[src/rtl/tcc_pkg.sv]
package tcc_pkg;
  typedef struct packed {
    logic thermal;
    logic forced;
  } tcc_cause_t;
endpackage

[src/rtl/tcc_sync.sv]
module tcc_sync #(
  parameter int STAGES = 2,
  parameter bit RESET_VAL = 1'b1
) (
  input  logic clk,
  input  logic rst_n,
  input  logic d_async,
  output logic q_sync
);
  logic [STAGES-1:0] chain_q;

  always_ff @(posedge clk) begin
    if (!rst_n) chain_q[0] <= RESET_VAL;
    else        chain_q[0] <= d_async;
  end

  generate
    for (genvar s = 1; s < STAGES; s++) begin : g_stage
      always_ff @(posedge clk) begin
        if (!rst_n) chain_q[s] <= RESET_VAL;
        else        chain_q[s] <= chain_q[s-1];
      end
    end
  endgenerate

  assign q_sync = chain_q[STAGES-1];
endmodule

[src/rtl/tcc_hyst_timer.sv]
module tcc_hyst_timer #(
  parameter int HYST_CYCLES = 6,
  localparam int CW = $clog2(HYST_CYCLES + 1)
) (
  input  logic clk,
  input  logic rst_n,
  input  logic enable,
  input  logic over_temp,
  output logic therm_active
);
  localparam logic [CW-1:0] RELOAD = CW'(HYST_CYCLES);

  logic [CW-1:0] cnt_q;
  logic          active_q;

  always_ff @(posedge clk) begin
    if (!rst_n || !enable) begin
      active_q <= 1'b0;
      cnt_q    <= '0;
    end else if (over_temp) begin
      active_q <= 1'b1;
      cnt_q    <= RELOAD;
    end else if (active_q) begin
      if (cnt_q != '0) cnt_q    <= cnt_q - 1'b1;
      else             active_q <= 1'b0;
    end
  end

  assign therm_active = active_q;

  // a sample at or above the limit arms the state and the full timer
  assert_arm_R2: assert property (@(posedge clk) disable iff (!rst_n)
    (enable && over_temp) |=> (active_q && cnt_q == RELOAD));
  // while time remains, the state is held
  assert_hold_R3: assert property (@(posedge clk) disable iff (!rst_n)
    (enable && active_q && cnt_q != '0) |=> active_q);
  // disabling clears the thermal state
  assert_clear_R6: assert property (@(posedge clk) disable iff (!rst_n)
    !enable |=> (!active_q && cnt_q == '0));
endmodule

[src/rtl/tcc_duty_mod.sv]
module tcc_duty_mod #(
  parameter int PERIOD = 8,
  localparam int PW = (PERIOD > 1) ? $clog2(PERIOD) : 1,
  localparam int DW = $clog2(PERIOD + 1)
) (
  input  logic          clk,
  input  logic          rst_n,
  input  logic          active,
  input  logic [DW-1:0] duty_on,
  output logic          clk_en
);
  localparam logic [PW-1:0] LAST = PW'(PERIOD - 1);

  logic [PW-1:0] phase_q;

  always_ff @(posedge clk) begin
    if (!rst_n || !active)  phase_q <= '0;
    else if (phase_q == LAST) phase_q <= '0;
    else                    phase_q <= phase_q + 1'b1;
  end

  assign clk_en = !active || ({{(DW-PW+1){1'b0}}, phase_q} < {1'b0, duty_on});

  // an idle cycle leaves the period at its start
  assert_restart_R8: assert property (@(posedge clk) disable iff (!rst_n)
    !active |=> phase_q == '0);
  // the position stays inside the period
  assert_range_R7: assert property (@(posedge clk) disable iff (!rst_n)
    active |=> (phase_q <= LAST));
  // the position steps by one while active
  assert_step_R7: assert property (@(posedge clk) disable iff (!rst_n)
    (active && phase_q != LAST) |=> phase_q == $past(phase_q) + 1'b1);
endmodule

[src/rtl/thermal_throttle_ctrl.sv]
module thermal_throttle_ctrl #(
  parameter int HYST_CYCLES = 6,
  parameter int PERIOD = 8,
  localparam int DW = $clog2(PERIOD + 1)
) (
  input  logic          clk,
  input  logic          rst_n,
  input  logic          over_temp,
  input  logic          monitor_en,
  input  logic          force_n,
  input  logic [DW-1:0] duty_on,
  output logic          tcc_active,
  output logic          thermal_hot,
  output logic          clk_enable
);
  import tcc_pkg::*;

  logic       force_n_sync;
  logic       therm_state;
  tcc_cause_t cause;

  tcc_sync #(.STAGES(2), .RESET_VAL(1'b1)) u_sync (
    .clk(clk), .rst_n(rst_n), .d_async(force_n), .q_sync(force_n_sync)
  );

  tcc_hyst_timer #(.HYST_CYCLES(HYST_CYCLES)) u_timer (
    .clk(clk), .rst_n(rst_n), .enable(monitor_en),
    .over_temp(over_temp), .therm_active(therm_state)
  );

  always_comb begin
    cause.thermal = monitor_en && therm_state;
    cause.forced  = monitor_en && !force_n_sync;
  end

  assign tcc_active  = cause.thermal || cause.forced;
  assign thermal_hot = cause.thermal;

  tcc_duty_mod #(.PERIOD(PERIOD)) u_mod (
    .clk(clk), .rst_n(rst_n), .active(tcc_active),
    .duty_on(duty_on), .clk_en(clk_enable)
  );

  // the hot flag never appears without throttling
  assert_hot_R9: assert property (@(posedge clk) disable iff (!rst_n)
    thermal_hot |-> tcc_active);
  // nothing is active while the monitor is off
  assert_off_R6: assert property (@(posedge clk) disable iff (!rst_n)
    !monitor_en |-> (!tcc_active && !thermal_hot));
  // the clock runs freely when idle
  assert_idle_R8: assert property (@(posedge clk) disable iff (!rst_n)
    !tcc_active |-> clk_enable);
endmodule

[config.mk]
export PLATFORM = sky130hd
export DESIGN_NAME = thermal_throttle_ctrl
export DESIGN_NICKNAME = d
export VERILOG_FILES = /design/src/rtl/tcc_pkg.sv /design/src/rtl/tcc_sync.sv /design/src/rtl/tcc_hyst_timer.sv /design/src/rtl/tcc_duty_mod.sv /design/src/rtl/thermal_throttle_ctrl.sv
export SDC_FILE = /design/constraint.sdc
export NUM_CORES = 1
export LEC_CHECK = 0
export CAP_MARGIN = 20
export CORE_UTILIZATION = 30
export DETAILED_ROUTE_END_ITERATION = 6
export PLACE_DENSITY = 0.64
export SYNTH_ARGS = -nofsm -noshare
export SYNTH_HDL_FRONTEND = slang
export SYNTH_HIERARCHICAL = 1
export SYNTH_SLANG_ARGS = --single-unit
export TNS_END_PERCENT = 10
[constraint.sdc]
create_clock -name clk -period 1.32 [get_ports clk]
set_clock_uncertainty 0.1 [all_clocks]
set_input_delay 0.198 -clock clk [delete_from_list [all_inputs] [get_ports clk]]
set_output_delay 0.198 -clock clk [all_outputs]
set_load 0.05 [all_outputs]
==> parameters.txt, run 1 <==
Parameter                              Value

Cells and area
  Final-layout fill cell count    118
  Final net count    79
  Antenna diode instance count    0
  Core occupancy in the finished layout    54.14%
  Relative area change from synthesis to final layout    67.98%
  Fraction of layout cells with a size suffix above 1    38.46%

Global route
  Pin count of the biggest net entering global routing    9
  Remaining global-route overflow    0
  Antenna violations before repair    0
  Via count of the first global-routing pass    341
  Global-route wire length before repair    1262 um
  Total routing resource utilization after global routing    approximately 13%

Route
  Iteration-0 DRC Markers    3
  Number of vias after detailed routing    366
  DR WL/cell    9.413 um
  DRC violation count after routing    0
  Antenna Nets Post-Route    0
  Routed via count divided by cell count    4.575
  Post-detailed-routing wire length    about 750 um
  Number of detailed-route iterations in the first pass    2

Critical path
  Endpoint kind of the worst setup timing path    output port
  Data required, critical path    1.02 ns
  Worst Path Arrival    1.31 ns
  Critical path class    reg -> out
  Highest net fanout along the worst path    2
  Worst setup SP type    flop

Timing
  Maximum frequency from static timing analysis    620.7 MHz
  Final period util    122.1%
  Minimum period implied by the final worst setup slack    roughly 1.6 ns
  Endpoints failing hold    0
  Final worst slack    -0.2911 ns
  Unrepaired setup endpoints after global routing    true
  Number of max-slew violations in the final report    0
  Remaining max-slew budget at the tightest pin    83.52%
  Final setup violation count    2
  Worst-Margin Slew    around 0.24 ns

Yosys
  Synthesized area    slightly above 400 um^2
  Count of flip-flops with a built-in enable after synthesis    0
  Mapped Avg Cell Area    9.412 um^2
  Nets in the synthesized netlist    57
  Most common cell in the synthesized netlist    sky130_fd_sc_hd__dfxtp_1
  Post-synth top cells    9 x sky130_fd_sc_hd__dfxtp_1, 4 x sky130_fd_sc_hd__ha_1, 4 x sky130_fd_sc_hd__nor2_1
  Total number of yosys warnings    6
  Proportion of register bits with asynchronous set or reset after synthesis    0%
  Fraction of post-synthesis cell area in the top cell type by area    about 44%
  #FFs+latches synth    9
  Cell count after synthesis    44
  Most common flop cell mapped by yosys    sky130_fd_sc_hd__dfxtp_1
  Leading cell types by total area after synthesis    sky130_fd_sc_hd__dfxtp_1 44%, sky130_fd_sc_hd__ha_1 12%, sky130_fd_sc_hd__nand2b_1 4.5%, sky130_fd_sc_hd__nor3_1 3.6%, sky130_fd_sc_hd__nor2_1 3.6%
  Biggest area consumer among synthesized cells    sky130_fd_sc_hd__dfxtp_1
  Share of the yosys chip area belonging to registers    43.50%
  Library cells used by synthesis    20

Clocking
  Root Buffer    sky130_fd_sc_hd__clkbuf_4
  Number of buffers created by CTS    3
  Clock-pin slew on the worst setup and hold paths    about 0.060 ns
  CTS tree    built
  Post-cts hold buffer count    0
  H-tree depth    1
  Number of setup buffers added after CTS    0
  Worst-case clock buffer depth    2
  Source-to-sink clock delay at the later pin of the worst-skew pair    approximately 0.25 ns
  Number of sinks driven by the clock tree    9

Run status
  Status    finished with violations
  Failing checks    negative setup slack

Floorplan
  Core Rows    13
  Area of the die    1533 um^2
  Area of the placeable core    1285 um^2
  Vertical die dimension    39.16 um
  Boundary Pins    12
  Starting density of the core    32.23%
  Die W    39.16 um

Hold path
  Class of the tightest hold or removal check    reg -> reg

Pwr
  Pwr per Cell Area    836.2 nW/um^2
  Peak VDD IR    ~0.6 mV
  Total power after layout    581.7 uW
  Leakage power summed over all cells    0.3031 nW

Placement
  Input/output buffers    11
  Total half-perimeter wirelength after legalization and detailed placement    around 600 um
  Final estimated routing congestion in global placement    0.6768

Job
  Max-Cap Viols    0
per-stage QoR:
stage | TNS (ns) | setup slack [ns] | hold slack, ns | area [um^2] | std cells
global placement | -0.8852 | -0.4396 | 0.2912 | 630.6 | 76
detailed placement | -0.9253 | -0.4682 | 0.2954 | 630.6 | 76
global route | -0.4613 | -0.3487 | 0.3642 | 695.7 | 80
CTS | -0.4074 | -0.3155 | 0.3124 | 686.9 | 80
floorplan | -0.2253 | -0.2253 | 0.1664 | 426.7 | 44
finish | -0.3488 | -0.2911 | 0.3098 | 695.7 | 80
cells in the final DEF, fill, tap and decap left out:
master	synthesis	routed
sky130_fd_sc_hd__ha_4	0	2
sky130_fd_sc_hd__inv_2	0	2
sky130_fd_sc_hd__nor4b_1	1	1
sky130_fd_sc_hd__nor3_2	1	1
sky130_fd_sc_hd__nor4_1	1	1
sky130_fd_sc_hd__nor3_1	3	3
sky130_fd_sc_hd__ha_1	4	2
sky130_fd_sc_hd__o21ai_1	2	1
sky130_fd_sc_hd__and2_1	2	2
sky130_fd_sc_hd__dfxtp_4	0	1
sky130_fd_sc_hd__nor2_1	4	4
sky130_fd_sc_hd__clkbuf_1	0	1
sky130_fd_sc_hd__dfxtp_1	9	6
sky130_fd_sc_hd__and4bb_1	1	1
sky130_fd_sc_hd__clkdlybuf4s50_1	0	5
sky130_fd_sc_hd__a21boi_4	0	1
sky130_fd_sc_hd__nor2b_1	1	1
sky130_fd_sc_hd__a21oi_1	1	1
sky130_fd_sc_hd__and2_4	0	1
sky130_fd_sc_hd__buf_12	0	3
sky130_fd_sc_hd__dlygate4sd2_1	0	3
sky130_fd_sc_hd__buf_4	0	6
sky130_fd_sc_hd__dfxtp_2	0	2
sky130_fd_sc_hd__inv_1	3	1
sky130_fd_sc_hd__nand2_4	0	1
sky130_fd_sc_hd__nand2_1	3	2
sky130_fd_sc_hd__o21ai_2	0	1
sky130_fd_sc_hd__nand2b_1	3	3
sky130_fd_sc_hd__clkbuf_4	0	3
sky130_fd_sc_hd__mux2_2	1	1
sky130_fd_sc_hd__a211oi_1	1	1
sky130_fd_sc_hd__nand3b_1	1	1
sequential cells by signal, indices dropped and copies added (netlist names):
name,count
u_mod/phase_q,3
u_timer/cnt_q,3
u_sync/chain_q,1
u_sync/q_sync,1
u_timer/therm_active,1
report_power, final:
part | internal (mW) | leakage [nW] | switching (mW)
clock network | 0.116 | 0.0150 | 0.0891
registers | 0.279 | 0.0753 | 0.00759
logic | 0.0534 | 0.213 | 0.0368
total | 0.448 | 0.303 | 0.134
repair_timing:
action / 4_1_cts / 5_1_grt
pin swaps: 5 / 4
resized for setup: 11 / 2
setup endpoints to repair: 3 / 2
worst max-delay path: stages (launching register included):
cell and delay [ns]:
sky130_fd_sc_hd__dfxtp_2 0.33, sky130_fd_sc_hd__ha_4 0.28, sky130_fd_sc_hd__nand2_4 0.04, sky130_fd_sc_hd__o21ai_2 0.10, sky130_fd_sc_hd__nand3b_1 0.13, sky130_fd_sc_hd__buf_12 0.17
layer usage:
metal / track usage [%] / vias up / share of wire [%]
li1: - / 194 / -
met2: 22.50 / 8 / 49
met5: 0 / - / 0
met4: 10.34 / 0 / 0
met1: 12.85 / 164 / 44
met3: 2.312 / 0 / 6.1
worst paths after layout:
| path | start | to | slack (ns) | cells after the start |
|---|---|---|---|---|
| max reg2reg | u_mod/phase_q[1] | u_mod/phase_q[2] | 0.10 | 4 |
| min | u_sync/chain_q[0] | u_sync/q_sync | 0.31 | 1 |
| max | u_mod/phase_q[2] | clk_enable | -0.29 | 5 |
| min reg2reg | u_sync/chain_q[0] | u_sync/q_sync | 0.31 | 1 |
area by class of cell:
| class | instances | area [um^2] | area share, % |
|---|---|---|---|
| clock buffers | 4 | 26.28 | 3.777 |
| inverters | 3 | 11.26 | 1.619 |
| multi-input cells | 32 | 271.5 | 39.03 |
| flip-flops and latches | 9 | 186.4 | 26.80 |
| well taps | 15 | 18.77 | 2.698 |
| repair buffers | 17 | 181.4 | 26.08 |
cell families (layout without fill, tap and decap cells):
family,Yosys count,in the layout,share of synthesized area [%]
AO/OA/AOI/OAI,5,5,7.251
flip-flops,9,9,43.50
adder cells (fa/ha/maj),4,4,12.09
AND/OR/NAND/NOR,22,22,31.72
multiplexers,1,1,2.719
buffers and inverters,3,24,2.719
Note: power is estimated with default switching activity, not from simulation.
==> run 2, diff against run 1 <==
Settings changed: CORE_MARGIN set to 4.
==> run 2 against run 1 <==
  * The run still ends with negative setup slack left
  * Final cell count stayed put
  * Register-to-register slack worse by 0.03 ns
  * Design area is 2.0% lower
  * Critical path type unchanged
  * Critical endpoint unchanged
  * Largest cell class unchanged
==> parameters.txt, run 2 (synthesis results as in run 1) <==
Parameter                              Value

Timing
  Worst-Margin Slew    roughly 0.28 ns
  Final period util    122.1%
  Remaining max-slew budget at the tightest pin    between 80% and 90%
  Number of max-slew violations in the final report    0
  Endpoints failing hold    0
  Final setup violation count    2
  Minimum period implied by the final worst setup slack    1.611 ns
  Sum Neg Setup Slack    -0.3765 ns
  Unrepaired setup endpoints after global routing    true
  Final worst slack    -0.2911 ns
  Maximum frequency from static timing analysis    620.7 MHz

Global route
  Via count of the first global-routing pass    359
  Total routing resource utilization after global routing    9.617%
  Global-route wire length before repair    1331 um
  Remaining global-route overflow    0
  Antenna violations before repair    0
  Pin count of the biggest net entering global routing    9

Placement
  Total half-perimeter wirelength after legalization and detailed placement    563.2 um
  Count of placed standard cells including taps    76
  Final estimated routing congestion in global placement    0.6259
  Input/output buffers    11
  Cell area after placement    between 600 and 700 um^2
  Dpl ws    -0.4697 ns

Critical path
  Top Family by Delay on Critical Path    flip-flops
  Critical path class    reg -> out
  Endpoint kind of the worst setup timing path    output port
  Worst Path Arrival    1.31 ns
  Highest net fanout along the worst path    2
  Reg2Reg Launch Point    u_mod/phase_q[1]
  Worst setup SP type    flop
  Worst reg2reg endpoint    u_mod/phase_q[2]
  Buf/Inv on CP    1
  List of cells traversed by the critical path    ha_4 > nand2_2 > o21ai_2 > nand3b_1 > buf_12
  Data required, critical path    1.02 ns
  Worst R2R Setup Slack    ~0.070 ns
  Critical-path cell with the highest stage delay    sky130_fd_sc_hd__dfxtp_4
  Cells on worst reg2reg path    5
  Slowest cell delay on critical path    approximately 0.35 ns

Floorplan
  Area of the placeable core    roughly 1300 um^2
  Vertical die dimension    45.16 um
  Core Rows    13
  Die W    approximately 45 um
  Boundary Pins    12
  Starting density of the core    31.83%
  Area of the die    2039 um^2

Hold path
  Class of the tightest hold or removal check    reg -> reg
  Hold Path Stages    1
  Startpoint of the most critical hold path    u_sync/chain_q[0]
  End of the worst hold path    u_sync/q_sync

Cells and area
  Final std cells w/o fill    80
  Antenna diode instance count    0
  Final standard cell area without fillers    681.9 um^2
  Fraction of layout cells with a size suffix above 1    36.92%
  Final net count    79
  Relative area change from synthesis to final layout    64.65%
  Commonest non-fill, non-tap cells in the layout    7 x sky130_fd_sc_hd__dfxtp_1, 6 x sky130_fd_sc_hd__buf_4, 5 x sky130_fd_sc_hd__clkdlybuf4s50_1, 4 x sky130_fd_sc_hd__nor2_1
  Core occupancy in the finished layout    52.40%
  Leading cell type in the layout, fill and taps excluded    sky130_fd_sc_hd__dfxtp_1
  Registers with the most flip-flops    u_mod/phase_q x3, u_timer/cnt_q x3

Clocking
  Number of setup buffers added after CTS    0
  Worst-case clock buffer depth    2
  Clock-pin slew on the worst setup and hold paths    approximately 0.060 ns
  Source-to-sink clock delay at the later pin of the worst-skew pair    0.25 ns
  Number of sinks driven by the clock tree    9
  Root Buffer    sky130_fd_sc_hd__clkbuf_4
  Number of buffers created by CTS    3
  CTS tree    built
  H-tree depth    1

Route
  Number of detailed-route iterations in the first pass    2
  DR WL/cell    9.913 um
  DRC violation count after routing    0
  Routed via count divided by cell count    ~4.6
  Antenna Nets Post-Route    0
  Iteration-0 DRC Markers    1
  Number of vias after detailed routing    370
  Post-detailed-routing wire length    793 um

Pwr
  Peak VDD IR    0.7126 mV
  Leakage power summed over all cells    0.2994 nW
  Pwr per Cell Area    844.3 nW/um^2

Run status
  Status    finished with violations
  Failing checks    negative setup slack

Job
  Max-Cap Viols    0
## run 2: cell counts in the layout (fill, tap and decap cells not counted)
Identical to the previous run, type by type.
## run 2: what timing repair did
item	in CTS	in global routing
resized for setup	7	4
cloned	0	0
hold buffers	0	0
pin swaps	5	4
endpoints found under the setup margin	3	2
## run 2: how the worst max path moves through the flow
stage,end,depth (start not counted),start
2_1_floorplan,clk_enable,3,u_timer/therm_active
3_3_place_gp,clk_enable,7,duty_on[2]
3_5_place_dp,clk_enable,7,duty_on[2]
4_1_cts,clk_enable,5,u_mod/phase_q[2]
5_1_grt,clk_enable,5,u_mod/phase_q[2]
6_report,clk_enable,5,u_mod/phase_q[2]
## run 2: through the flow
stage               power [mW]  hold WS [ns]
floorplan               0.3261        0.1664
global placement        0.3762        0.2906
detailed placement      0.3772        0.3010
CTS                     0.5854        0.3153
global route            0.6151        0.3395
finish                  0.5758        0.3095
## run 2: final cells by class
type	instances	area [um^2]
clock buffers	4	26.28
fillers	132	619.3
inverters	3	11.26
multi-input cells	32	256.5
flip-flops and latches	9	187.7
well taps	15	18.77
repair buffers	17	181.4
## run 2: routing by layer
metal,up-vias,GRT usage (%),wire (um)
met4,0,5.263,0
li1,194,-,-
met3,0,7.570,72
met1,166,8.894,312
met5,-,0,0
met2,10,14.97,407
## run 2: power breakdown
part | switching, mW | leakage (nW) | internal, mW
Clock | 0.0901 | 0.0150 | 0.116
Combinational | 0.0349 | 0.209 | 0.0506
Sequential | 0.00725 | 0.0751 | 0.277
==> run 3, diff against run 2 <==
Settings changed: CAP_MARGIN 20 to 30, GPL_ROUTABILITY_DRIVEN set to 0, SLEW_MARGIN set to 15.
==> results of run 3 <==
Final layout, timing and power as in run 2 (identical DEF).
